$ cat src/rtl/cic3_pkg.sv
package cic3_pkg;

    // Warm-up tracking: one state per settling sample, then steady.
    typedef enum logic [1:0] {
        ST_WARM0  = 2'd0,
        ST_WARM1  = 2'd1,
        ST_WARM2  = 2'd2,
        ST_STEADY = 2'd3
    } warm_state_t;

    // Output word layout.
    typedef enum logic [1:0] {
        FMT_SIGNEXT = 2'd0,
        FMT_LEFT16  = 2'd1,
        FMT_MIXED   = 2'd2
    } fmt_sel_t;

    // The mixed layout takes priority over the left-aligned layout.
    function automatic fmt_sel_t fmt_decode(input logic left16, input logic mixed);
        if (mixed)  return FMT_MIXED;
        if (left16) return FMT_LEFT16;
        return FMT_SIGNEXT;
    endfunction

endpackage

$ cat src/rtl/cic3_integrators.sv
module cic3_integrators #(
    parameter int ORDER = 3,
    parameter int W     = 17
) (
    input  logic         clk,
    input  logic         rst,
    input  logic         ce,
    input  logic [W-1:0] in_val,
    output logic [W-1:0] sum_next
);

    // Integrator registers and their next values. Wrap-around is intended.
    logic [W-1:0] acc_q [ORDER];
    logic [W-1:0] acc_d [ORDER];

    always_comb begin
        logic [W-1:0] run;
        run = in_val;
        for (int g = 0; g < ORDER; g++) begin
            run      = acc_q[g] + run;
            acc_d[g] = run;
        end
    end

    always_ff @(posedge clk) begin
        if (rst) begin
            for (int g = 0; g < ORDER; g++) acc_q[g] <= '0;
        end else if (ce) begin
            for (int g = 0; g < ORDER; g++) acc_q[g] <= acc_d[g];
        end
    end

    // Last stage's new value, including the bit accepted this cycle.
    assign sum_next = acc_d[ORDER-1];

endmodule

$ cat src/rtl/cic3_combs.sv
module cic3_combs #(
    parameter int ORDER = 3,
    parameter int W     = 17
) (
    input  logic         clk,
    input  logic         rst,
    input  logic         fire,
    input  logic [W-1:0] in_val,
    output logic [W-1:0] result
);

    // Each differentiator holds one output-rate sample.
    logic [W-1:0] dly_q  [ORDER];
    logic [W-1:0] stage  [ORDER];

    always_comb begin
        logic [W-1:0] run;
        run = in_val;
        for (int g = 0; g < ORDER; g++) begin
            stage[g] = run;
            run      = run - dly_q[g];
        end
        result = run;
    end

    always_ff @(posedge clk) begin
        if (rst) begin
            for (int g = 0; g < ORDER; g++) dly_q[g] <= '0;
        end else if (fire) begin
            for (int g = 0; g < ORDER; g++) dly_q[g] <= stage[g];
        end
    end

endmodule

$ cat src/rtl/cic3_formatter.sv
module cic3_formatter
    import cic3_pkg::*;
#(
    parameter int W      = 17,
    parameter int OUT_W  = 15,
    parameter int WORD_W = 16,
    parameter int SHIFT  = 1
) (
    input  logic signed [W-1:0]      raw,
    input  logic                     sel_left16,
    input  logic                     sel_mixed,
    output logic        [WORD_W-1:0] word
);

    localparam int POS_I = (1 << (OUT_W - 1)) - 1;
    localparam int NEG_I = -(1 << (OUT_W - 1));
    localparam logic signed [W-1:0] POS_LIM = W'(POS_I);
    localparam logic signed [W-1:0] NEG_LIM = W'(NEG_I);
    localparam logic [WORD_W-1:0] SAT_WORD = {1'b0, {OUT_W{1'b1}}};

    logic signed [W-1:0] scaled;
    logic signed [W-1:0] clamped;
    logic [OUT_W-1:0]    value;
    fmt_sel_t            sel;

    always_comb begin
        scaled = raw >>> SHIFT;
        if (scaled > POS_LIM)      clamped = POS_LIM;
        else if (scaled < NEG_LIM) clamped = NEG_LIM;
        else                       clamped = scaled;
        value = clamped[OUT_W-1:0];
    end

    assign sel = fmt_decode(sel_left16, sel_mixed);

    always_comb begin
        unique case (sel)
            FMT_MIXED:  word = {1'b0, value};
            FMT_LEFT16: word = (clamped == POS_LIM) ? SAT_WORD : {value, 1'b0};
            default:    word = {value[OUT_W-1], value};
        endcase
    end

endmodule

$ cat src/rtl/cic3_decimator.sv
module cic3_decimator
    import cic3_pkg::*;
#(
    parameter int ORDER  = 3,
    parameter int DECIM  = 32,
    parameter int OUT_W  = 15,
    parameter int WORD_W = 16
) (
    input  logic              clk,
    input  logic              rst,
    input  logic              mod_ce,
    input  logic              mod_bit,
    input  logic              mode_left16,
    input  logic              mode_mixed,
    output logic              out_valid,
    output logic [WORD_W-1:0] out_word,
    output logic              out_settling
);

    localparam int LOG2D = $clog2(DECIM);
    localparam int INT_W = ORDER * LOG2D + 2;
    localparam int SHIFT = ORDER * LOG2D + 1 - OUT_W;
    localparam int PH_W  = (LOG2D < 1) ? 1 : LOG2D;
    localparam logic [PH_W-1:0] PH_LAST = PH_W'(DECIM - 1);
    localparam logic [INT_W-1:0] PLUS1  = INT_W'(1);
    localparam logic [INT_W-1:0] MINUS1 = '1;
    localparam logic [WORD_W-1:0] SAT_WORD = {1'b0, {(WORD_W-1){1'b1}}};

    logic [PH_W-1:0]   phase;
    logic              wrap;
    logic [INT_W-1:0]  in_val;
    logic [INT_W-1:0]  int_sum;
    logic [INT_W-1:0]  comb_out;
    logic [WORD_W-1:0] fmt_word;
    warm_state_t       state, state_nx;

    assign in_val = mod_bit ? PLUS1 : MINUS1;
    assign wrap   = mod_ce && (phase == PH_LAST);

    cic3_integrators #(.ORDER(ORDER), .W(INT_W)) u_int (
        .clk(clk), .rst(rst), .ce(mod_ce), .in_val(in_val), .sum_next(int_sum)
    );

    cic3_combs #(.ORDER(ORDER), .W(INT_W)) u_comb (
        .clk(clk), .rst(rst), .fire(wrap), .in_val(int_sum), .result(comb_out)
    );

    cic3_formatter #(.W(INT_W), .OUT_W(OUT_W), .WORD_W(WORD_W), .SHIFT(SHIFT)) u_fmt (
        .raw($signed(comb_out)), .sel_left16(mode_left16), .sel_mixed(mode_mixed),
        .word(fmt_word)
    );

    // Phase counter over accepted bits.
    always_ff @(posedge clk) begin
        if (rst)         phase <= '0;
        else if (wrap)   phase <= '0;
        else if (mod_ce) phase <= phase + PH_W'(1);
    end

    // State register.
    always_ff @(posedge clk) begin
        if (rst) state <= ST_WARM0;
        else     state <= state_nx;
    end

    // Warm-up transitions, taken on each output sample.
    always_comb begin
        state_nx = state;
        if (wrap) begin
            unique case (state)
                ST_WARM0:  state_nx = ST_WARM1;
                ST_WARM1:  state_nx = ST_WARM2;
                ST_WARM2:  state_nx = ST_STEADY;
                ST_STEADY: state_nx = ST_STEADY;
                default:   state_nx = ST_WARM0;
            endcase
        end
    end

    // Output register.
    always_ff @(posedge clk) begin
        if (rst) begin
            out_valid    <= 1'b0;
            out_word     <= '0;
            out_settling <= 1'b0;
        end else begin
            out_valid    <= wrap;
            out_settling <= wrap && (state != ST_STEADY);
            if (wrap) out_word <= fmt_word;
        end
    end

    AST_PULSE_FROM_BIT: assert property (@(posedge clk) disable iff (rst)
        out_valid |-> $past(mod_ce));
    AST_PULSE_ONE_CYCLE: assert property (@(posedge clk) disable iff (rst)
        out_valid |=> !out_valid);
    AST_MIXED_FLAG_CLEAR: assert property (@(posedge clk) disable iff (rst)
        (out_valid && $past(mode_mixed)) |-> !out_word[WORD_W-1]);
    AST_LEFT_LSB_ZERO: assert property (@(posedge clk) disable iff (rst)
        (out_valid && $past(mode_left16 && !mode_mixed) && out_word != SAT_WORD)
        |-> !out_word[0]);
    AST_SETTLE_ON_STROBE: assert property (@(posedge clk) disable iff (rst)
        out_settling |-> out_valid);
    AST_STEADY_HOLDS: assert property (@(posedge clk) disable iff (rst)
        (state == ST_STEADY) |=> (state == ST_STEADY));
    AST_RESET_QUIET: assert property (@(posedge clk) disable iff (rst)
        $past(rst) |-> (!out_valid && !out_settling));

endmodule

$ cat config.mk
export PLATFORM = sky130hd
export DESIGN_NAME = cic3_decimator
export DESIGN_NICKNAME = d
export VERILOG_FILES = /design/src/rtl/cic3_pkg.sv /design/src/rtl/cic3_integrators.sv /design/src/rtl/cic3_combs.sv /design/src/rtl/cic3_formatter.sv /design/src/rtl/cic3_decimator.sv
export SDC_FILE = /design/constraint.sdc
export NUM_CORES = 1
export LEC_CHECK = 0
export ABC_AREA = 1
export BUFFER_PORTS_ARGS = -buffer_cell sky130_fd_sc_hd__buf_2
export CORE_UTILIZATION = 51
export DETAILED_ROUTE_END_ITERATION = 10
export PLACE_DENSITY = 0.74
export SYNTH_ARGS = -nofsm -noshare
export SYNTH_HDL_FRONTEND = slang
export SYNTH_HIERARCHICAL = 1
export SYNTH_SLANG_ARGS = --single-unit
$ cat constraint.sdc
create_clock -name clk -period 10 [get_ports clk]
set_input_delay 2 -clock clk [delete_from_list [all_inputs] [get_ports clk]]
set_output_delay 2 -clock clk [all_outputs]
set_load 0.005 [all_outputs]
==> reports/metrics.yaml <==
drt:
  met2_length_mm: 10.2
  top_layer: "met4"
  vias_per_cell: 5.09
  wire_per_inst_um: 13.1
  drtAntennaViolNets: 0
  wl_met3_um: 733
  num_vias: 8281
  first_pass_iters: 5
  wl_mm: 21.4
  route.detailed.drc: 0
  drt_iter0_markers: 501
  wl_met1_mm: 10.1
floorplan:
  rows: 51
  die_x_um: 145
  dieArea_um2: 21000
  io_pins: 24
  fp.coreArea_um2: 19800
  die_h_um: 145
  initial_core_util_pct: 52.7
timing:
  clock_skew_ns: 0.00825
  finalMaxSlewViolations: 0
  fin_ws_ns: 0.603
  max_freq_mhz: 106
  finalHoldViolCount: 0
  tightest_slew_ns: 1.05
  setup_viol: 0
  period_share_pct: 94.0
  relSlewSlack_pct: 29.9
  period_minus_slack_ns: 9.40
finish:
  area_growth_pct: 12.2
  drive_above_1_share_pct: 17.6
  layout_common_cells: "239 x inv_1, 219 x nand2_1, 143 x nor2_1"
  nNetsFinal: 1461
  nFillCells: 1678
  diodes: 0
  multiInputGateArea_um2: 5850
  final_common_cell: "inv_1"
  seq_area_um2: 3560
global_routing:
  grt-ovfl-total: 0
  grt_pass1_wl_mm: 36.8
  grt_pass1_vias: 8071
  antenna_found_initial: 0
  grt_max_degree: 52
  grt_usage_pct: 21.2
worst_setup_path:
  crit_arrival_ns: 9.71
  cp-start-kind: "primary input"
  critPathMaxFanout: 8
  path_class: "in -> reg"
  required_ns: 10.32
  end_kind: "register"
  r2r_slack_ns: 1.90
  cp_common_cell: "inv_1"
  crit_slowest_cell: "ha_1"
  slowest_delay_ns: 0.41
placed_design:
  pre_cts_slack_ns: -0.156
  dp_hpwl_mm: 15.4
  portBuffers: 23
  routabilityCongestion: 0.860
logic_synthesis:
  synth.avg_cell_area_um2: 7.98
  syn_inst: 1307
  syn_nets: 1420
  synthesis.yosys.warnings: 6
  synthesis.area_um2: 10400
clock_network:
  clock_sinks: 127
  clk_pin_slew_ns: 0.05
  clockBufferDepth: 2
  cts-hold-fix-buffers: 0
  cts-root-buf: "clkbuf_16"
  tritoncts: "built"
  cts_buffers: 17
  h-tree-depth: 4
  clkLatencyLatePin_ns: 0.42
outcome:
  status: "finished, final reports clean"
worst_hold_path:
  holdCritPathClass: "reg -> reg"
run:
  drv_cap: 0
metal layers:
metal  global-route usage (%)  vias to the layer above
met5                        0                        -
met4                     7.71                        0
met3                     3.36                       29
met2                     35.9                      151
met1                     27.2                     3828
li1                         -                     4273
final timing paths:
| check | startpoint | endpoint | cells after the start |
|---|---|---|---|
| setup / recovery | mod_bit | out_word[2] | 50 |
| hold / removal | out_word[7] | out_word[7] | 2 |
| setup reg to reg | u_int/acc_q[0][0] | out_word[2] | 52 |
| hold reg to reg | out_word[7] | out_word[7] | 2 |
state kept, by name, indices dropped and copies added (netlist names):
register,flops
out_valid,1
u_comb/dly_q,51
out_word,16
u_int/acc_q,51
state,2
out_settling,1
phase,5
through the flow:
stage	instances	area, um2	util [%]	setup TNS [ns]	hold WS (ns)
final	1626	11700	59.2	0	0.449
after global routing	1626	11700	59.2	-0.339	0.467
after CTS	1621	11500	58.0	0	0.450
after detailed placement	1589	10800	54.8	-0.886	0.435
after global placement	1589	10800	54.8	0	0.433
after floorplan	1307	10400	-	0	0.426
worst max-delay path, delay by kind of cell:
kind            cells  cell delay [ns]
compound gates     12             1.92
fa+ha+maj           6             2.13
xor+xnor            4             0.88
buf+inv            12             1.08
simple gates       16             1.69
timing repair:
item                                   in CTS  in global routing
resized for setup                           0                 39
buffers inserted                            0                  5
setup endpoints to repair                   0                 16
endpoints found under the hold margin       0                  0
area by class of cell:
type                    instances  area share, %
multi-input cells             894           50.0
repair buffers                 58           3.23
clock buffers                  27           5.11
clock inverters                 5          0.289
inverters                     250           8.14
well taps                     265           2.83
flip-flops and latches        127           30.4
Power is not shown: default switching activity piles up to over one toggle a cycle in this logic, so the estimate is an artifact.
